$ cat src/rtl/sar_pkg.sv
package sar_pkg;

  // 7-bit address that the host reads to find the alerting target
  localparam logic [6:0] RESP_ADDR7 = 7'h0C;

  typedef enum logic [2:0] {
    ST_IDLE,   // waiting for START
    ST_ADDR,   // shifting in the address byte
    ST_ACK,    // pulling the acknowledge bit low
    ST_TX,     // sending the response byte with arbitration
    ST_MACK,   // host acknowledge slot, bus released
    ST_SKIP    // not involved until the next START or STOP
  } sar_state_e;

endpackage

$ cat src/rtl/sar_sync.sv
module sar_sync #(
  parameter int STAGES = 2,
  parameter int WIDTH  = 2
) (
  input  logic             clk,
  input  logic             rst,
  input  logic [WIDTH-1:0] d_i,
  output logic [WIDTH-1:0] q_o,
  output logic [WIDTH-1:0] q_prev_o
);

  logic [STAGES-1:0][WIDTH-1:0] chain_q;
  logic [WIDTH-1:0]             prev_q;

  // Idle bus lines read high, so every stage resets to ones
  always_ff @(posedge clk) begin
    if (rst) begin
      chain_q <= '1;
      prev_q  <= '1;
    end else begin
      chain_q[0] <= d_i;
      for (int i = 1; i < STAGES; i++) chain_q[i] <= chain_q[i-1];
      prev_q <= chain_q[STAGES-1];
    end
  end

  assign q_o      = chain_q[STAGES-1];
  assign q_prev_o = prev_q;

endmodule

$ cat src/rtl/sar_cond_det.sv
module sar_cond_det (
  input  logic clk,
  input  logic rst,
  input  logic scl_s,
  input  logic sda_s,
  input  logic scl_p,
  input  logic sda_p,
  output logic start_o,
  output logic stop_o,
  output logic scl_rise_o,
  output logic scl_fall_o
);

  always_comb begin
    scl_rise_o = scl_s & ~scl_p;
    scl_fall_o = ~scl_s & scl_p;
    // data edges count as bus conditions only while the clock stays high
    start_o    = scl_s & scl_p & sda_p & ~sda_s;
    stop_o     = scl_s & scl_p & ~sda_p & sda_s;
  end

  AST_START_STOP_EXCL: assert property (@(posedge clk) disable iff (rst)
    !(start_o && stop_o));

  AST_COND_SCL_STEADY: assert property (@(posedge clk) disable iff (rst)
    (start_o || stop_o) |-> !(scl_rise_o || scl_fall_o));

endmodule

$ cat src/rtl/sar_alert_ctl.sv
module sar_alert_ctl (
  input  logic clk,
  input  logic rst,
  input  logic req_i,
  input  logic bus_busy_i,
  input  logic serviced_i,
  output logic alert_o
);

  logic alert_q;
  logic pend_q;

  always_ff @(posedge clk) begin
    if (rst) begin
      alert_q <= 1'b0;
      pend_q  <= 1'b0;
    end else begin
      if (serviced_i) alert_q <= 1'b0;
      if (req_i) begin
        if (bus_busy_i) pend_q  <= 1'b1;
        else            alert_q <= 1'b1;
      end
      if (!bus_busy_i && pend_q) begin
        alert_q <= 1'b1;
        pend_q  <= 1'b0;
      end
    end
  end

  assign alert_o = alert_q;

  AST_SVC_RELEASES: assert property (@(posedge clk) disable iff (rst)
    serviced_i |=> !alert_q);

  AST_ALERT_RISE_IDLE: assert property (@(posedge clk) disable iff (rst)
    $rose(alert_q) |-> $past(!bus_busy_i));

  AST_REQ_IDLE_TAKES: assert property (@(posedge clk) disable iff (rst)
    (req_i && !bus_busy_i) |=> alert_q);

endmodule

$ cat src/rtl/smbus_alert_responder.sv
module smbus_alert_responder #(
  parameter int   ADDR_W      = 7,
  parameter int   SYNC_STAGES = 2,
  parameter logic TAIL_BIT    = 1'b0
) (
  input  logic              clk,
  input  logic              rst,
  input  logic              scl_i,
  input  logic              sda_i,
  input  logic              alert_req_i,
  input  logic [ADDR_W-1:0] dev_addr_i,
  input  logic              coll_clr_i,
  output logic              sda_oe_o,
  output logic              alert_oe_o,
  output logic              coll_o,
  output logic              serviced_o
);
  import sar_pkg::*;

  localparam int                BYTE_W    = ADDR_W + 1;
  localparam int                CNT_W     = $clog2(BYTE_W + 1);
  localparam logic [ADDR_W-1:0] RESP_ADDR = ADDR_W'(RESP_ADDR7);

  logic [1:0] line_s, line_p;
  logic       scl_s, sda_s;
  logic       start_c, stop_c, scl_rise, scl_fall;
  logic       alert_on;

  sar_state_e         state_q;
  logic [CNT_W-1:0]   cnt_q;
  logic [BYTE_W-1:0]  rx_q;
  logic [BYTE_W-1:0]  tx_q;
  logic               sda_oe_q;
  logic               coll_q;
  logic               svc_q;
  logic               busy_q;

  sar_sync #(.STAGES(SYNC_STAGES), .WIDTH(2)) sync_i (
    .clk      (clk),
    .rst      (rst),
    .d_i      ({scl_i, sda_i}),
    .q_o      (line_s),
    .q_prev_o (line_p)
  );

  assign scl_s = line_s[1];
  assign sda_s = line_s[0];

  sar_cond_det cond_i (
    .clk        (clk),
    .rst        (rst),
    .scl_s      (line_s[1]),
    .sda_s      (line_s[0]),
    .scl_p      (line_p[1]),
    .sda_p      (line_p[0]),
    .start_o    (start_c),
    .stop_o     (stop_c),
    .scl_rise_o (scl_rise),
    .scl_fall_o (scl_fall)
  );

  sar_alert_ctl alert_i (
    .clk        (clk),
    .rst        (rst),
    .req_i      (alert_req_i),
    .bus_busy_i (busy_q),
    .serviced_i (svc_q),
    .alert_o    (alert_on)
  );

  always_ff @(posedge clk) begin
    if (rst) busy_q <= 1'b0;
    else if (start_c) busy_q <= 1'b1;
    else if (stop_c) busy_q <= 1'b0;
  end

  always_ff @(posedge clk) begin
    if (rst) begin
      state_q  <= ST_IDLE;
      cnt_q    <= '0;
      rx_q     <= '0;
      tx_q     <= '0;
      sda_oe_q <= 1'b0;
      coll_q   <= 1'b0;
      svc_q    <= 1'b0;
    end else begin
      svc_q <= 1'b0;
      // software clear first, so a loss in the same clock overrides it
      if (coll_clr_i) coll_q <= 1'b0;

      unique case (state_q)
        ST_ADDR: begin
          if (scl_rise) begin
            rx_q  <= {rx_q[BYTE_W-2:0], sda_s};
            cnt_q <= cnt_q + 1'b1;
          end else if (scl_fall && cnt_q == CNT_W'(BYTE_W)) begin
            if (rx_q[BYTE_W-1:1] == RESP_ADDR && rx_q[0] && alert_on) begin
              state_q  <= ST_ACK;
              sda_oe_q <= 1'b1;
              tx_q     <= {dev_addr_i, TAIL_BIT};
            end else begin
              state_q  <= ST_SKIP;
            end
          end
        end
        ST_ACK: begin
          if (scl_fall) begin
            state_q  <= ST_TX;
            cnt_q    <= '0;
            sda_oe_q <= ~tx_q[BYTE_W-1];
          end
        end
        ST_TX: begin
          if (scl_rise && tx_q[BYTE_W-1] && !sda_s) begin
            coll_q  <= 1'b1;
            state_q <= ST_SKIP;
          end else if (scl_fall) begin
            if (cnt_q == CNT_W'(BYTE_W - 1)) begin
              state_q  <= ST_MACK;
              sda_oe_q <= 1'b0;
              svc_q    <= 1'b1;
            end else begin
              cnt_q    <= cnt_q + 1'b1;
              tx_q     <= {tx_q[BYTE_W-2:0], 1'b0};
              sda_oe_q <= ~tx_q[BYTE_W-2];
            end
          end
        end
        ST_MACK: begin
          if (scl_rise) state_q <= ST_SKIP;
        end
        default: ;
      endcase

      if (start_c) begin
        state_q  <= ST_ADDR;
        cnt_q    <= '0;
        sda_oe_q <= 1'b0;
        coll_q   <= 1'b0;
      end else if (stop_c) begin
        state_q  <= ST_IDLE;
        sda_oe_q <= 1'b0;
      end
    end
  end

  assign sda_oe_o   = sda_oe_q;
  assign alert_oe_o = alert_on;
  assign coll_o     = coll_q;
  assign serviced_o = svc_q;

  AST_DRIVE_NEEDS_ALERT: assert property (@(posedge clk) disable iff (rst)
    sda_oe_q |-> alert_on);

  AST_SDA_MOVES_SCL_LOW: assert property (@(posedge clk) disable iff (rst)
    $rose(sda_oe_q) |-> !scl_s);

  AST_LOSER_SILENT: assert property (@(posedge clk) disable iff (rst)
    coll_q |-> !sda_oe_q);

  AST_SVC_SINGLE: assert property (@(posedge clk) disable iff (rst)
    svc_q |=> !svc_q);

  AST_START_CLEARS_COLL: assert property (@(posedge clk) disable iff (rst)
    start_c |=> !coll_q);

endmodule

$ cat config.mk
export PLATFORM = sky130hd
export DESIGN_NAME = smbus_alert_responder
export DESIGN_NICKNAME = d
export VERILOG_FILES = /design/src/rtl/sar_pkg.sv /design/src/rtl/sar_sync.sv /design/src/rtl/sar_cond_det.sv /design/src/rtl/sar_alert_ctl.sv /design/src/rtl/smbus_alert_responder.sv
export SDC_FILE = /design/constraint.sdc
export NUM_CORES = 1
export LEC_CHECK = 0
export ABC_AREA = 1
export BUFFER_PORTS_ARGS = -buffer_cell sky130_fd_sc_hd__buf_4
export CELL_PAD_IN_SITES_DETAIL_PLACEMENT = 0
export CELL_PAD_IN_SITES_GLOBAL_PLACEMENT = 2
export CORE_MARGIN = 5
export CORE_UTILIZATION = 30
export CTS_BUF_LIST = sky130_fd_sc_hd__clkbuf_4 sky130_fd_sc_hd__clkbuf_8
export DETAILED_ROUTE_END_ITERATION = 10
export PLACE_DENSITY = 0.81
export SKIP_LAST_GASP = 1
export SLEW_MARGIN = 10
export SYNTH_ARGS = -nofsm -noshare
export SYNTH_HDL_FRONTEND = slang
export SYNTH_SLANG_ARGS = --single-unit
$ cat constraint.sdc
create_clock -name clk -period 1.4 [get_ports clk]
set_input_delay 0.07 -clock clk [delete_from_list [all_inputs] [get_ports clk]]
set_output_delay 0.07 -clock clk [all_outputs]
set_load 0.1 [all_outputs]
; After elaboration in Yosys (flattened, before gate mapping)
; Cells that the tools add are included.
[word_totals]
wordCells = 120
ff_bits = 35
in_bits = 13
[op_classes]
bitwise_logic = 15
addsub = 1
eq_ne = 24
muxes = 42
reduce_logical = 24
[ops]
columns = op, n
row1 = $mux 8, 6
row2 = $reduce_and 7->1, 4
row3 = $mux 3, 8
row4 = $mux 4, 5
row5 = $mux 1, 19
row6 = $ne 2x2->1 const B, 9
row7 = $ne 4x2->1 const B, 4
row8 = $pmux 8 s2, 1
row9 = $pmux 3 s4, 1
row10 = $pmux 4 s3, 1
row11 = $ne 5x3->1 const B, 2
row12 = $not 1->1, 8
row13 = $and 1x1->1, 7
row14 = $eq 7x4->1 const B, 1
row15 = $eq 3x2->1 const B, 2
row16 = $logic_and 1x1->1, 6
row17 = $ne 3x3->1 const B, 2
row18 = $reduce_and 6->1, 1
row19 = $reduce_bool 6->1, 1
row20 = $add 4x1->4 const B, 1
row21 = $eq 4x3->1 const B, 1
row22 = $eq 4x4->1 const B, 1
row23 = $reduce_and 2->1, 2
row24 = $reduce_bool 2->1, 2
row25 = 9 further kinds, 11

; Logic depth before layout (Yosys ltp)
; Gate-level depths: netlist of the first run.
[depth]
word_depth = 9
mapped_depth = 11

; Modules after synthesis
; A second synthesis of the first run with hierarchy kept.
[hier_totals]
cells_unflattened = 266
area_unflattened_um2 = 1724.2
[by_module_without_submodules]
columns = mod, seq_area_each_um2, n_inst, cells_each, area_each_um2
row1 = smbus_alert_responder, 520.5, 1, 225, 1423.9
row2 = sar_sync, 120.1, 1, 21, 183.9
row3 = sar_alert_ctl, 40.0, 1, 9, 75.1
row4 = sar_cond_det, 0.0, 1, 11, 41.3

; Worst setup path before layout of the first run
; OpenSTA, ideal clock, no wires.
[synth_timing]
path_kind = reg2reg
startpoint = register alert_i.alert_q (netlist: alert_i.alert_o)
endpoint = register tx_q[2]
synth_period_minus_slack_ns = 1.979
path_slack_ns = -0.579
n_path_buf = 0
required_time_ns = 1.287
path_stages_with_launch = 9
t_arrival_ns = 1.867
cell_sequence = dfxtp_1 > nor3b_1 > nand3_1 > nand2_1 > nand2_2 > nor2_4 > nand2_1 > nand2_1 > nor2_1
[synth_via]
elab_chain_cells = 3
[synth_rtl]
columns = element, line_no
row1 = start: declaration, sar_alert_ctl.sv:10  ; logic alert_q;
row2 = start signal: assignment, sar_alert_ctl.sv:15  ; alert_q <= 1'b0;
row3 = start signal: assignment, sar_alert_ctl.sv:18  ; if (serviced_i) alert_q <= 1'b0;
row4 = start signal: assignment, sar_alert_ctl.sv:21  ; else alert_q <= 1'b1;
row5 = $logic_and 1x1->1, smbus_alert_responder.sv:97  ; if (rx_q[BYTE_W-1:1] == RESP_ADDR && rx_q[0] && alert_on) begin
row6 = $ne 2x2->1 (no line), --
row7 = $reduce_and 7->1 (no line), --
row8 = end signal: assignment, smbus_alert_responder.sv:100  ; tx_q <= {dev_addr_i, TAIL_BIT};
row9 = end signal: assignment, smbus_alert_responder.sv:124  ; tx_q <= {tx_q[BYTE_W-2:0], 1'b0};
row10 = end: declaration, smbus_alert_responder.sv:32  ; logic [BYTE_W-1:0] tx_q;
; Every way passes these cells.
; A chain may end at the register's enable or synchronous reset.

; Worst setup path in the final report of the first run
[layout_timing]
startpoint = register cnt_q[1]
endpoint = register tx_q[2]
[layout_via]
elab_chain_cells = 4
word_cells_on_any_way = 6
classes_between = eq/ne: 4 / reduce/logical: 2
[layout_rtl]
columns = element, line_no
row1 = start: declaration, smbus_alert_responder.sv:30  ; logic [CNT_W-1:0] cnt_q;
row2 = start signal: assignment, smbus_alert_responder.sv:95  ; cnt_q <= cnt_q + 1'b1;
row3 = start signal: assignment, smbus_alert_responder.sv:123  ; cnt_q <= cnt_q + 1'b1;
row4 = $eq 4x4->1, smbus_alert_responder.sv:96  ; end else if (scl_fall && cnt_q == CNT_W'(BYTE_W)) begin
row5 = $logic_and 1x1->1, smbus_alert_responder.sv:96
row6 = $ne 2x2->1 (no line), --
row7 = $reduce_and 7->1 (no line) *, --
; Mark *: on every way between the ends. The rest lies on a longest branch, timed or not.

==> flow_summary.html, run 1 <==
<table>
<tr><th>Metric</th><th>Value</th></tr>
<tr><th colspan="2">Timing</th></tr>
<tr><td>Number of slew-limit violations in the final report</td><td>0</td></tr>
<tr><td>Hold violation count in the final report</td><td>0</td></tr>
<tr><td>Final number of setup-violating endpoints</td><td>5</td></tr>
<tr><td>Transition time of the tightest slew-check pin</td><td>296 ps</td></tr>
<tr><td>Maximum frequency from static timing analysis</td><td>0.708 GHz</td></tr>
<tr><td>Worst slew slack as a fraction of its limit</td><td>0.801</td></tr>
<tr><td>Unrepaired setup endpoints after global routing</td><td>true</td></tr>
<tr><td>Tightest hold margin</td><td>8.94 ps</td></tr>
<tr><td>Min setup slack post-route</td><td>-13.1 ps</td></tr>
<tr><td>Worst Clk Skew</td><td>7.40 ps</td></tr>
<tr><td>Shortest clock period the worst path allows after layout</td><td>1410 ps</td></tr>
<tr><td>Portion of the clock cycle consumed by the worst path in the final layout</td><td>1.01</td></tr>
<tr><th colspan="2">Synth</th></tr>
<tr><td>Dominant cells by area after synthesis</td><td>sky130_fd_sc_hd__dfxtp_1 40%, sky130_fd_sc_hd__nand2_1 14%, sky130_fd_sc_hd__nor2_1 8.7%, sky130_fd_sc_hd__inv_1 7.0%, sky130_fd_sc_hd__a21oi_1 5.5%</td></tr>
<tr><td>Number of synthesized register bits</td><td>34</td></tr>
<tr><td>Cell type with the highest aggregate area in the netlist</td><td>sky130_fd_sc_hd__dfxtp_1</td></tr>
<tr><td>Cells after Synth</td><td>260</td></tr>
<tr><td>Mean post-synth cell area</td><td>6.62 µm²</td></tr>
<tr><td>Synth Cell Area</td><td>1720 µm²</td></tr>
<tr><td>Count of cell types in the netlist</td><td>28</td></tr>
<tr><td>Synth Net Count</td><td>275</td></tr>
<tr><td>Number of warnings reported in the yosys synthesis log</td><td>0</td></tr>
<tr><td>Sequential area share after synthesis</td><td>0.395</td></tr>
<tr><td>Area share of the leading cell type in the synthesized netlist</td><td>0.395</td></tr>
<tr><th colspan="2">Worst setup path</th></tr>
<tr><td>Startpoint type of the worst setup path</td><td>register</td></tr>
<tr><td>Series of cell instances along the critical path</td><td>inv_2, ha_4, nand3_2, nor2_2, nor2_2, nor2_2, inv_2, nor2_4, nand2_1, nand2_1, nor2_1</td></tr>
<tr><td>Category of the most critical setup path</td><td>register to register</td></tr>
<tr><td>Critical Path Max Stage Delay</td><td>340 ps</td></tr>
<tr><td>Crit-path slowest cell</td><td>sky130_fd_sc_hd__dfxtp_2</td></tr>
<tr><td>Cell with the most instances on the worst path</td><td>sky130_fd_sc_hd__nor2_2</td></tr>
<tr><td>Largest fanout on the critical path</td><td>5</td></tr>
<tr><td>CP Data Required Time</td><td>1590 ps</td></tr>
<tr><td>Data arrival at the endpoint of the critical path</td><td>1600 ps</td></tr>
<tr><td>Category of the worst setup path capture point</td><td>register</td></tr>
<tr><td>Slack of the worst reg-to-reg path</td><td>-10 ps</td></tr>
<tr><th colspan="2">Power</th></tr>
<tr><td>Internal power summed over all cells</td><td>0.00158 W</td></tr>
<tr><td>Relative contribution of combinational cells to total power</td><td>0.196</td></tr>
<tr><td>Pleak</td><td>1.03 nW</td></tr>
<tr><td>Switching pwr</td><td>0.000670 W</td></tr>
<tr><td>Clock power share</td><td>0.343</td></tr>
<tr><td>Net switching fraction of the power</td><td>0.297</td></tr>
<tr><td>Worst IR drop on VDD</td><td>0.593 mV</td></tr>
<tr><td>Power density over the cells</td><td>956 nW/µm²</td></tr>
<tr><td>Portion of total power attributed to sequential cells</td><td>0.462</td></tr>
<tr><th colspan="2">Global routing</th></tr>
<tr><td>Initial antenna violation count</td><td>0</td></tr>
<tr><td>Number of global-route vias before repair</td><td>1593</td></tr>
<tr><td>Largest net degree at the start of global routing</td><td>13</td></tr>
<tr><td>Global-route wire length before repair</td><td>7.18 mm</td></tr>
<tr><td>Remaining Overflow, GRT</td><td>0</td></tr>
<tr><td>Total routing usage reported by global routing</td><td>0.124</td></tr>
<tr><th colspan="2">Routing</th></tr>
<tr><td>Post-DRT Antenna Nets</td><td>0</td></tr>
<tr><td>Violation count after the first detailed-routing iteration</td><td>43</td></tr>
<tr><td>Average wire per standard cell</td><td>11.1 µm</td></tr>
<tr><td>Total iterations of the first detailed-routing run</td><td>4</td></tr>
<tr><td>Via count</td><td>1662</td></tr>
<tr><td>Via-per-instance ratio</td><td>4.40</td></tr>
<tr><td>Remaining DRCs</td><td>0</td></tr>
<tr><td>Post-detailed-routing wire length</td><td>4.19 mm</td></tr>
<tr><th colspan="2">Cells and area</th></tr>
<tr><td>Antenna diode count</td><td>0</td></tr>
<tr><td>Fraction of layout instances using a drive strength above 1</td><td>0.330</td></tr>
<tr><td>Nets</td><td>320</td></tr>
<tr><td>Post-layout instance area</td><td>2360 µm²</td></tr>
<tr><td>Area growth from synthesis to final layout</td><td>37.0%</td></tr>
<tr><th colspan="2">Clocking</th></tr>
<tr><td>Clock insertion delay at the later pin of the skew report</td><td>290 ps</td></tr>
<tr><td># H-tree levels</td><td>2</td></tr>
<tr><td>Buffer levels on the longest clock path</td><td>2</td></tr>
<tr><td>Root buffer selected by CTS</td><td>sky130_fd_sc_hd__clkbuf_8</td></tr>
<tr><td>TritonCTS clock tree</td><td>built</td></tr>
<tr><td>Clock-pin slew reported for the worst setup and hold paths after clock tree synthesis</td><td>70 ps</td></tr>
<tr><td># clock sinks</td><td>34</td></tr>
<tr><td>TritonCTS buffer count</td><td>5</td></tr>
<tr><th colspan="2">Place</th></tr>
<tr><td>Final estimated routing congestion in global placement</td><td>0.750</td></tr>
<tr><td>Number of I/O port buffers</td><td>16</td></tr>
<tr><td>Estimated wirelength of the detail-placed design</td><td>2.99 mm</td></tr>
<tr><td>Area after DPL</td><td>2060 µm²</td></tr>
<tr><th colspan="2">Floorplanning</th></tr>
<tr><td>Die Outline Area</td><td>7350 µm²</td></tr>
<tr><td>Number of cell rows</td><td>27</td></tr>
<tr><td>Core Region</td><td>5540 µm²</td></tr>
<tr><td>Die X-Extent</td><td>85.8 µm</td></tr>
<tr><td>Number of top-level pins</td><td>17</td></tr>
<tr><td>Initial core utilization</td><td>0.311</td></tr>
<tr><td>Die outline height</td><td>85.8 µm</td></tr>
<tr><th colspan="2">Run status</th></tr>
<tr><td>Status</td><td>finished, violations left</td></tr>
<tr><td>Failing checks</td><td>setup timing</td></tr>
<tr><th colspan="2">Worst hold path</th></tr>
<tr><td>Type of the most critical hold path</td><td>primary input to register</td></tr>
<tr><th colspan="2">Job</th></tr>
<tr><td>Max_cap viols</td><td>0</td></tr>
</table>
## kinds of logic (layout without fill, tap and decap cells)
family                     count (synthesis)  count (layout)  synth area share
xor gates and xnor gates                   2               2            0.0102
and+or+nand+nor                          150             151             0.391
AOI/OAI and AO/OA                         32              32            0.0959
DFF                                       34              34             0.395
buffers and inverters                     40              85            0.0930
adders and majority gates                  2               2            0.0145
## power by group through the flow
| stage | logic, W | clock network [W] | registers (W) |
|---|---|---|---|
| 4_1_cts | 0.000414 | 0.000810 | 0.00104 |
| 5_1_grt | 0.000492 | 0.000861 | 0.00104 |
| 3_3_place_gp | 0.000386 | 0 | 0.00106 |
| 2_1_floorplan | 0.000221 | 0 | 0.00110 |
| 3_5_place_dp | 0.000381 | 0 | 0.00106 |
| 6_report | 0.000441 | 0.000772 | 0.00104 |
## synth_stat cells (all sizes together)
| master | n |
|---|---|
| a21oi | 19 |
| a2bb2oi | 1 |
| buf | 3 |
| clkbuf | 1 |
| dfxtp | 34 |
| ha | 2 |
| inv | 36 |
| nand2 | 73 |
| nand3 | 16 |
| nand3b | 1 |
| nand4 | 1 |
| nor2 | 50 |
| nor2b | 1 |
| nor3 | 2 |
| nor3b | 1 |
| nor4 | 1 |
| o21ai | 11 |
| o22ai | 1 |
| or2 | 4 |
| xnor2 | 1 |
| xor2 | 1 |
## final cells by class
| type | count | area (µm²) |
|---|---|---|
| Timing Repair Buffer | 41 | 339 |
| Multi-Input combinational cell | 187 | 998 |
| Clock inverter | 2 | 12.5 |
| Tap cell | 72 | 90.1 |
| Inverter | 36 | 138 |
| Sequential cell | 34 | 698 |
| Fill cell | 608 | 3180 |
| Clock buffer | 6 | 82.6 |
## metal layers
metal  global-route usage  wire length, µm  share of wire
met4               0.0676              148          0.035
met3               0.0336              140          0.033
met5                    0                0              0
met1                0.161             2070           0.49
met2                0.185             1820           0.44
## critical path: cells and delay by family, from the launching register on
kind,cells,cell delay [ps]
simple gates,8,680
flops,1,340
buf+inv,2,170
fa+ha+maj,1,130
## repair_timing
item,CTS,global route
endpoints found under the setup margin,12,17
gates resized for setup,14,26
hold endpoints to repair,3,0
buffers inserted,1,4
hold buffers,3,0
gates cloned,1,0
pin swaps,7,14
## stage by stage
stage	TNS (ps)	setup WS, ps	std cells	utilization	power [W]
floorplan	-154	-30.8	260	-	0.00132
global placement	-389	-63.2	361	0.372	0.00144
detailed placement	-338	-61.5	361	0.372	0.00144
CTS	-42.2	-13.3	374	0.405	0.00226
global route	-887	-125	378	0.426	0.00240
finish	-50.6	-13.1	378	0.426	0.00225
## registers in the layout (all words and copies together) (netlist names), 2 cells and up
name / cells
cnt_q: 4
rx_q: 8
state_q: 3
sync_i.chain_q: 2
sync_i.q_o: 2
sync_i.q_prev_o: 2
tx_q: 7
## cells in the final DEF, fill, tap and decap left out, types with 2 or more instances in the layout
cell                            count
sky130_fd_sc_hd__dfxtp_1           26
sky130_fd_sc_hd__o21ai_0           10
sky130_fd_sc_hd__buf_4             34
sky130_fd_sc_hd__nand3_1           11
sky130_fd_sc_hd__nor2_1            37
sky130_fd_sc_hd__dlygate4sd3_1      3
sky130_fd_sc_hd__clkbuf_8           6
sky130_fd_sc_hd__dfxtp_2            5
sky130_fd_sc_hd__nor2_4             6
sky130_fd_sc_hd__nand2_1           62
sky130_fd_sc_hd__inv_1             29
sky130_fd_sc_hd__or2_2              4
sky130_fd_sc_hd__nor2_2             8
sky130_fd_sc_hd__a21oi_1           17
sky130_fd_sc_hd__a21oi_2            2
sky130_fd_sc_hd__buf_6              3
sky130_fd_sc_hd__dfxtp_4            3
sky130_fd_sc_hd__nand2_4            4
sky130_fd_sc_hd__nand3_2            5
sky130_fd_sc_hd__nand2_2            7
sky130_fd_sc_hd__inv_2              6
## worst paths after layout
check,cells past startpoint,start,end
worst min-delay path,3,dev_addr_i[0],tx_q[1]
worst min register to register,1,sync_i.chain_q[1],sync_i.q_o[1]
worst max-delay path,11,cnt_q[1],tx_q[2]
worst max register to register,11,cnt_q[1],tx_q[2]
(Power assumes the default switching activity.)
==> run 2, diff against run 1 <==
--- a/config.mk
+++ b/config.mk
@@ -9,6 +9,7 @@
 export BUFFER_PORTS_ARGS = -buffer_cell sky130_fd_sc_hd__buf_4
 export CELL_PAD_IN_SITES_DETAIL_PLACEMENT = 0
 export CELL_PAD_IN_SITES_GLOBAL_PLACEMENT = 2
+export CORE_ASPECT_RATIO = 1.1
 export CORE_MARGIN = 5
 export CORE_UTILIZATION = 30
 export CTS_BUF_LIST = sky130_fd_sc_hd__clkbuf_4 sky130_fd_sc_hd__clkbuf_8
==> constraint.sdc (replaced) <==
create_clock -name clk -period 1.4 [get_ports clk]
set_input_delay 0.07 -clock clk [delete_from_list [all_inputs] [get_ports clk]]
set_output_delay 0.07 -clock clk [all_outputs]
set_load 0.005 [all_outputs]
==> run 2 against run 1 <==
Compared with the run above: the flow still finishes with violations (setup timing); utilization up 1.7 points; sequential share of layout area is 1.8 points lower; hold slack better by 0.64 ps; sequential power barely moved; combinational power rose by 5.0%; sequential cell count unchanged; design area rose by 6.2%; non-clock buffer count grew 11; largest cell class unchanged; highest routed layer unchanged.
==> flow_summary.html, run 2 (synthesis gave the netlist of run 1 again) <==
<table>
<tr><th>Metric</th><th>Value</th></tr>
<tr><th colspan="2">Run status</th></tr>
<tr><td>Status</td><td>finished, violations left</td></tr>
<tr><td>Failing checks</td><td>setup timing</td></tr>
<tr><th colspan="2">Floorplanning</th></tr>
<tr><td>Die Outline Area</td><td>7360 µm²</td></tr>
<tr><td>Number of top-level pins</td><td>17</td></tr>
<tr><td>Die X-Extent</td><td>82.2 µm</td></tr>
<tr><td>Number of cell rows</td><td>29</td></tr>
<tr><td>Die outline height</td><td>89.5 µm</td></tr>
<tr><td>Core Region</td><td>5660 µm²</td></tr>
<tr><td>Initial core utilization</td><td>0.304</td></tr>
<tr><th colspan="2">Job</th></tr>
<tr><td>Max_cap viols</td><td>0</td></tr>
<tr><th colspan="2">Routing</th></tr>
<tr><td>Via count</td><td>1722</td></tr>
<tr><td>Average wire per standard cell</td><td>10.9 µm</td></tr>
<tr><td>Post-DRT Antenna Nets</td><td>0</td></tr>
<tr><td>Remaining DRCs</td><td>0</td></tr>
<tr><td>Total iterations of the first detailed-routing run</td><td>4</td></tr>
<tr><td>Via-per-instance ratio</td><td>4.37</td></tr>
<tr><td>Violation count after the first detailed-routing iteration</td><td>78</td></tr>
<tr><td>Post-detailed-routing wire length</td><td>4.29 mm</td></tr>
<tr><th colspan="2">Clocking</th></tr>
<tr><td>Clock insertion delay at the later pin of the skew report</td><td>290 ps</td></tr>
<tr><td>TritonCTS clock tree</td><td>built</td></tr>
<tr><td># H-tree levels</td><td>2</td></tr>
<tr><td>TritonCTS buffer count</td><td>5</td></tr>
<tr><td>Root buffer selected by CTS</td><td>sky130_fd_sc_hd__clkbuf_8</td></tr>
<tr><td>Buffer levels on the longest clock path</td><td>2</td></tr>
<tr><td># clock sinks</td><td>34</td></tr>
<tr><td>Clock-pin slew reported for the worst setup and hold paths after clock tree synthesis</td><td>70 ps</td></tr>
<tr><th colspan="2">Worst setup path</th></tr>
<tr><td>CP Data Required Time</td><td>1590 ps</td></tr>
<tr><td>Data arrival at the endpoint of the critical path</td><td>1610 ps</td></tr>
<tr><td>Startpoint type of the worst setup path</td><td>register</td></tr>
<tr><td>Category of the most critical setup path</td><td>register to register</td></tr>
<tr><td>Largest fanout on the critical path</td><td>5</td></tr>
<tr><td>Category of the worst setup path capture point</td><td>register</td></tr>
<tr><th colspan="2">Timing</th></tr>
<tr><td>Hold violation count in the final report</td><td>0</td></tr>
<tr><td>Min setup slack post-route</td><td>-27.3 ps</td></tr>
<tr><td>Unrepaired setup endpoints after global routing</td><td>true</td></tr>
<tr><td>Maximum frequency from static timing analysis</td><td>0.701 GHz</td></tr>
<tr><td>Worst slew slack as a fraction of its limit</td><td>0.809</td></tr>
<tr><td>Final number of setup-violating endpoints</td><td>5</td></tr>
<tr><td>Shortest clock period the worst path allows after layout</td><td>1430 ps</td></tr>
<tr><td>Portion of the clock cycle consumed by the worst path in the final layout</td><td>1.02</td></tr>
<tr><td>Transition time of the tightest slew-check pin</td><td>286 ps</td></tr>
<tr><td>Number of slew-limit violations in the final report</td><td>0</td></tr>
<tr><td>Worst Clk Skew</td><td>6.36 ps</td></tr>
<tr><th colspan="2">Cells and area</th></tr>
<tr><td>Leading cell type in the layout, fill and taps excluded</td><td>sky130_fd_sc_hd__nand2_1</td></tr>
<tr><td>Most flops, register</td><td>rx_q</td></tr>
<tr><td>Fraction of layout instances using a drive strength above 1</td><td>0.356</td></tr>
<tr><td>Antenna diode count</td><td>0</td></tr>
<tr><td>Post-layout instance area</td><td>2500 µm²</td></tr>
<tr><td>Area growth from synthesis to final layout</td><td>45.4%</td></tr>
<tr><td>Nets</td><td>331</td></tr>
<tr><td>Final cell count without fillers</td><td>394</td></tr>
<tr><td>Leading cell types in the layout, fill and taps excluded</td><td>62 x sky130_fd_sc_hd__nand2_1, 45 x sky130_fd_sc_hd__buf_4, 36 x sky130_fd_sc_hd__nor2_1</td></tr>
<tr><td>Largest regs</td><td>rx_q (8), tx_q (7), cnt_q (4)</td></tr>
<tr><td>Flip-flop count of the largest register, all copies and words added</td><td>8</td></tr>
<tr><td>Final core utilization</td><td>0.442</td></tr>
<tr><th colspan="2">Place</th></tr>
<tr><td>Placed insts</td><td>376</td></tr>
<tr><td>Estimated wirelength of the detail-placed design</td><td>3.16 mm</td></tr>
<tr><td>Final estimated routing congestion in global placement</td><td>0.759</td></tr>
<tr><td>Number of I/O port buffers</td><td>16</td></tr>
<tr><td>Area after DPL</td><td>2120 µm²</td></tr>
<tr><th colspan="2">Power</th></tr>
<tr><td>Pleak</td><td>1.10 nW</td></tr>
<tr><td>Net switching fraction of the power</td><td>0.274</td></tr>
<tr><td>Tot Pwr</td><td>0.00242 W</td></tr>
<tr><td>Worst IR drop on VDD</td><td>0.457 mV</td></tr>
<tr><td>Portion of total power attributed to sequential cells</td><td>0.431</td></tr>
<tr><td>Relative contribution of combinational cells to total power</td><td>0.191</td></tr>
<tr><td>Clock power share</td><td>0.378</td></tr>
<tr><td>Switching pwr</td><td>0.000662 W</td></tr>
<tr><td>Internal power summed over all cells</td><td>0.00176 W</td></tr>
<tr><td>Power density over the cells</td><td>966 nW/µm²</td></tr>
<tr><th colspan="2">Global routing</th></tr>
<tr><td>Remaining Overflow, GRT</td><td>0</td></tr>
<tr><td>Global-route wire length before repair</td><td>7.37 mm</td></tr>
<tr><td>Number of global-route vias before repair</td><td>1656</td></tr>
<tr><td>Largest net degree at the start of global routing</td><td>13</td></tr>
<tr><td>Total routing usage reported by global routing</td><td>0.130</td></tr>
<tr><td>Initial antenna violation count</td><td>0</td></tr>
<tr><th colspan="2">Worst hold path</th></tr>
<tr><td>Type of the most critical hold path</td><td>primary input to register</td></tr>
</table>
run 2: changes by cell type in the layout (fill, tap and decap cells not counted), sizes merged:
cell and change:
clkinv -1, buf +11, bufinv +1, clkinvlp +1
clkbuf -1
run 2: final cells by class:
type	count	area [µm²]
fill	626	3160
multi-input combinational	187	1040
sequential	34	696
timing repair buffer	52	413
inverter	36	143
tap	77	96.3
clock buffer	5	68.8
clock inverter	3	45.0
run 2: critical path, stage by stage, from the launching register on:
cell	delay, ps
sky130_fd_sc_hd__dfxtp_4	370
sky130_fd_sc_hd__inv_4	60
sky130_fd_sc_hd__ha_4	130
sky130_fd_sc_hd__nand3_4	60
sky130_fd_sc_hd__nor2_4	130
sky130_fd_sc_hd__nor2_4	60
sky130_fd_sc_hd__nor2_4	120
sky130_fd_sc_hd__inv_2	70
sky130_fd_sc_hd__nor2_4	160
sky130_fd_sc_hd__nand2_1	70
sky130_fd_sc_hd__nand2_1	60
sky130_fd_sc_hd__nor2_1	30
run 2: layer usage:
| layer | wire [µm] | global-route usage | vias to the layer above |
|---|---|---|---|
| met3 | 120 | 0.0302 | 10 |
| met4 | 103 | 0.0529 | 0 |
| li1 | - | - | 920 |
| met1 | 1870 | 0.154 | 775 |
| met5 | 0 | 0 | - |
| met2 | 2190 | 0.226 | 17 |
run 2: final timing paths:
| check | start | end | slack (ps) | cells after the start |
|---|---|---|---|---|
| max | cnt_q[1] | tx_q[2] | -30 | 11 |
| min | dev_addr_i[0] | tx_q[1] | 10 | 3 |
| max reg2reg | cnt_q[1] | tx_q[2] | -30 | 11 |
| min reg2reg | sync_i.chain_q[0] | sync_i.q_o[0] | 410 | 1 |
run 2: metrics by stage:
stage / setup WS, ps / hold slack (ps) / TNS [ps]
after CTS: 2.09 / 4.33 / 0
after detailed placement: -48.8 / 259 / -302
after global routing: -125 / 6.18 / -799
after global placement: -40.4 / 256 / -276
after floorplan: 29.2 / 142 / 0
final: -27.3 / 9.58 / -121
run 2: timing repair:
| item | in CTS | in global routing |
|---|---|---|
| pin swaps | 8 | 21 |
| setup endpoints to repair | 11 | 17 |
| resized for setup | 11 | 42 |
| buffers inserted | 4 | 2 |
| endpoints found under the hold margin | 3 | 0 |
| hold buffers | 3 | 0 |
| cloned | 1 | 0 |
run 2: power by group through the flow:
stage	registers (W)	logic [W]	clock network, W
finish	0.00104	0.000463	0.000914
detailed placement	0.00105	0.000372	0
floorplan	0.00105	0.000219	0
CTS	0.00103	0.000396	0.000936
global route	0.00105	0.000520	0.000983
global placement	0.00105	0.000373	0
==> run 3, diff against run 2 <==
--- a/config.mk
+++ b/config.mk
@@ -6,15 +6,15 @@
 export NUM_CORES = 1
 export LEC_CHECK = 0
 export ABC_AREA = 1
-export BUFFER_PORTS_ARGS = -buffer_cell sky130_fd_sc_hd__buf_4
 export CELL_PAD_IN_SITES_DETAIL_PLACEMENT = 0
 export CELL_PAD_IN_SITES_GLOBAL_PLACEMENT = 2
 export CORE_ASPECT_RATIO = 1.1
 export CORE_MARGIN = 5
-export CORE_UTILIZATION = 30
+export CORE_UTILIZATION = 35
 export CTS_BUF_LIST = sky130_fd_sc_hd__clkbuf_4 sky130_fd_sc_hd__clkbuf_8
 export DETAILED_ROUTE_END_ITERATION = 10
-export PLACE_DENSITY = 0.81
+export DONT_BUFFER_PORTS = 1
+export PLACE_DENSITY = 0.83
 export SKIP_LAST_GASP = 1
 export SLEW_MARGIN = 10
 export SYNTH_ARGS = -nofsm -noshare
==> constraint.sdc (replaced) <==
create_clock -name clk -period 1.7 [get_ports clk]
set_input_delay 0.085 -clock clk [delete_from_list [all_inputs] [get_ports clk]]
set_output_delay 0.085 -clock clk [all_outputs]
set_load 0.005 [all_outputs]
==> run 3 against run 2 <==
Compared with the run above: the flow now finishes without violations; critical path type unchanged; sequential share of layout area up 5.9 points; register-to-register slack better by 200 ps; clock-buffer cell count up 1; clock power up 2%; combinational power down 49%.
==> flow_summary.html, run 3 (synthesis gave the netlist of run 1 again) <==
<table>
<tr><th>Metric</th><th>Value</th></tr>
<tr><th colspan="2">Run status</th></tr>
<tr><td>Status</td><td>completed</td></tr>
<tr><th colspan="2">Timing</th></tr>
<tr><td>Hold violation count in the final report</td><td>0</td></tr>
<tr><td>Unrepaired setup endpoints after global routing</td><td>false</td></tr>
<tr><td>Worst slew slack as a fraction of its limit</td><td>0.773</td></tr>
<tr><td>Maximum frequency from static timing analysis</td><td>0.657 GHz</td></tr>
<tr><td>Portion of the clock cycle consumed by the worst path in the final layout</td><td>0.896</td></tr>
<tr><td>Number of slew-limit violations in the final report</td><td>0</td></tr>
<tr><td>Worst Clk Skew</td><td>4.93 ps</td></tr>
<tr><td>Final number of setup-violating endpoints</td><td>0</td></tr>
<tr><td>Transition time of the tightest slew-check pin</td><td>338 ps</td></tr>
<tr><td>Shortest clock period the worst path allows after layout</td><td>1520 ps</td></tr>
<tr><td>Accumulated negative setup slack</td><td>0 ps</td></tr>
<tr><td>Tightest hold margin</td><td>68.5 ps</td></tr>
<tr><th colspan="2">Routing</th></tr>
<tr><td>Violation count after the first detailed-routing iteration</td><td>135</td></tr>
<tr><td>Total iterations of the first detailed-routing run</td><td>4</td></tr>
<tr><td>Remaining DRCs</td><td>0</td></tr>
<tr><td>Via count</td><td>1570</td></tr>
<tr><td>Via-per-instance ratio</td><td>4.71</td></tr>
<tr><td>Post-detailed-routing wire length</td><td>3.84 mm</td></tr>
<tr><td>Post-DRT Antenna Nets</td><td>0</td></tr>
<tr><td>Average wire per standard cell</td><td>11.5 µm</td></tr>
<tr><th colspan="2">Global routing</th></tr>
<tr><td>Largest net degree at the start of global routing</td><td>13</td></tr>
<tr><td>Global-route wire length before repair</td><td>6.80 mm</td></tr>
<tr><td>Number of global-route vias before repair</td><td>1519</td></tr>
<tr><td>Total routing usage reported by global routing</td><td>0.127</td></tr>
<tr><td>Remaining Overflow, GRT</td><td>0</td></tr>
<tr><td>Initial antenna violation count</td><td>0</td></tr>
<tr><th colspan="2">Cells and area</th></tr>
<tr><td># fillers</td><td>507</td></tr>
<tr><td>Area used by multi-input combinational logic</td><td>881 µm²</td></tr>
<tr><td>Area growth from synthesis to final layout</td><td>17.4%</td></tr>
<tr><td>Leading cell type in the layout, fill and taps excluded</td><td>sky130_fd_sc_hd__nand2_1</td></tr>
<tr><td>Most flops, register</td><td>rx_q</td></tr>
<tr><td>Largest regs</td><td>rx_q (8), tx_q (7), cnt_q (4)</td></tr>
<tr><td>Leading cell types in the layout, fill and taps excluded</td><td>66 x sky130_fd_sc_hd__nand2_1, 40 x sky130_fd_sc_hd__nor2_1, 34 x sky130_fd_sc_hd__dfxtp_1</td></tr>
<tr><td>Antenna diode count</td><td>0</td></tr>
<tr><td>Flip-flop count of the largest register, all copies and words added</td><td>8</td></tr>
<tr><td>Fraction of layout instances using a drive strength above 1</td><td>0.144</td></tr>
<tr><td>Sequential cell area</td><td>681 µm²</td></tr>
<tr><td>Nets</td><td>291</td></tr>
<tr><td>Final cell count without fillers</td><td>333</td></tr>
<tr><th colspan="2">Worst setup path</th></tr>
<tr><td>Largest fanout on the critical path</td><td>4</td></tr>
<tr><td>Category of the worst setup path capture point</td><td>register</td></tr>
<tr><td>Startpoint type of the worst setup path</td><td>register</td></tr>
<tr><td>Category of the most critical setup path</td><td>register to register</td></tr>
<tr><td>CP Data Required Time</td><td>1880 ps</td></tr>
<tr><td>Data arrival at the endpoint of the critical path</td><td>1700 ps</td></tr>
<tr><th colspan="2">Floorplanning</th></tr>
<tr><td>Die outline height</td><td>83.6 µm</td></tr>
<tr><td>Initial core utilization</td><td>0.365</td></tr>
<tr><td>Core Region</td><td>4720 µm²</td></tr>
<tr><td>Die X-Extent</td><td>76.9 µm</td></tr>
<tr><td>Number of top-level pins</td><td>17</td></tr>
<tr><td>Die Outline Area</td><td>6420 µm²</td></tr>
<tr><td>Number of cell rows</td><td>26</td></tr>
<tr><th colspan="2">Place</th></tr>
<tr><td>Number of I/O port buffers</td><td>0</td></tr>
<tr><td>Placed insts</td><td>319</td></tr>
<tr><td>Final estimated routing congestion in global placement</td><td>0.805</td></tr>
<tr><td>Estimated wirelength of the detail-placed design</td><td>2.86 mm</td></tr>
<tr><th colspan="2">Clocking</th></tr>
<tr><td>Root buffer selected by CTS</td><td>sky130_fd_sc_hd__clkbuf_8</td></tr>
<tr><td># clock sinks</td><td>34</td></tr>
<tr><td>Clock insertion delay at the later pin of the skew report</td><td>290 ps</td></tr>
<tr><td>Buffer levels on the longest clock path</td><td>2</td></tr>
<tr><td>Clock-pin slew reported for the worst setup and hold paths after clock tree synthesis</td><td>70 ps</td></tr>
<tr><td>Number of setup buffers added after CTS</td><td>0</td></tr>
<tr><td>TritonCTS buffer count</td><td>5</td></tr>
<tr><td>TritonCTS clock tree</td><td>built</td></tr>
<tr><td># H-tree levels</td><td>2</td></tr>
<tr><th colspan="2">Worst hold path</th></tr>
<tr><td>Type of the most critical hold path</td><td>primary input to register</td></tr>
<tr><th colspan="2">Job</th></tr>
<tr><td>Max_cap viols</td><td>0</td></tr>
<tr><th colspan="2">Power</th></tr>
<tr><td>Power density over the cells</td><td>1000 nW/µm²</td></tr>
<tr><td>Pleak</td><td>0.900 nW</td></tr>
<tr><td>Worst IR drop on VDD</td><td>0.438 mV</td></tr>
</table>
==> run 3: metrics by stage <==
stage | cell area, µm² | worst slack, ps | util | power [W]
after CTS | 2020 | 158 | 0.429 | 0.00204
after detailed placement | 1820 | 157 | 0.386 | 0.00110
after global routing | 2020 | 20.8 | 0.429 | 0.00212
final | 2020 | 177 | 0.429 | 0.00202
after floorplan | 1720 | 280 | - | 0.00105
after global placement | 1820 | 182 | 0.386 | 0.00110
==> run 3: where the power goes <==
part           internal, W  total, W  switching (W)
Sequential        0.000827  0.000856      0.0000291
Combinational    0.0000909  0.000237       0.000146
Clock             0.000625  0.000928       0.000303
==> run 3: what timing repair did <==
| item | 4_1_cts | 5_1_grt |
|---|---|---|
| gates resized for setup | 0 | 0 |
| endpoints found under the setup margin | 0 | 0 |
| endpoints found under the hold margin | 10 | 0 |
| hold buffers | 6 | 0 |
==> run 3: area by class of cell <==
type	count	share of cell area
inverters	36	0.0668
repair buffers	13	0.0557
multi-input cells	186	0.436
well taps	56	0.0347
flip-flops and latches	34	0.337
clock inverters	2	0.0297
clock buffers	6	0.0408
==> run 3: routing by layer <==
layer	global-route usage	wire length, µm
met5	0	0
met4	0.0588	91
met3	0.0270	155
met2	0.208	1800
met1	0.156	1790
==> run 3: worst max-delay path, cell delays in order, from the launching register on <==
cell,delay [ps]
sky130_fd_sc_hd__dfxtp_1,380
sky130_fd_sc_hd__ha_1,200
sky130_fd_sc_hd__nand3_1,180
sky130_fd_sc_hd__nor2_1,160
sky130_fd_sc_hd__nor2_2,60
sky130_fd_sc_hd__nor2_2,140
sky130_fd_sc_hd__nand2_2,90
sky130_fd_sc_hd__a21oi_1,140
sky130_fd_sc_hd__nor2_1,60
==> run 3: path summary, 6_finish.rpt <==
| path | slack (ps) | start | to | cells past startpoint |
|---|---|---|---|---|
| max reg2reg | 180 | cnt_q[0] | state_q[0] | 8 |
| min | 70 | dev_addr_i[6] | tx_q[7] | 4 |
| min reg2reg | 410 | sync_i.chain_q[1] | sync_i.q_o[1] | 1 |
| max | 180 | cnt_q[0] | state_q[0] | 8 |
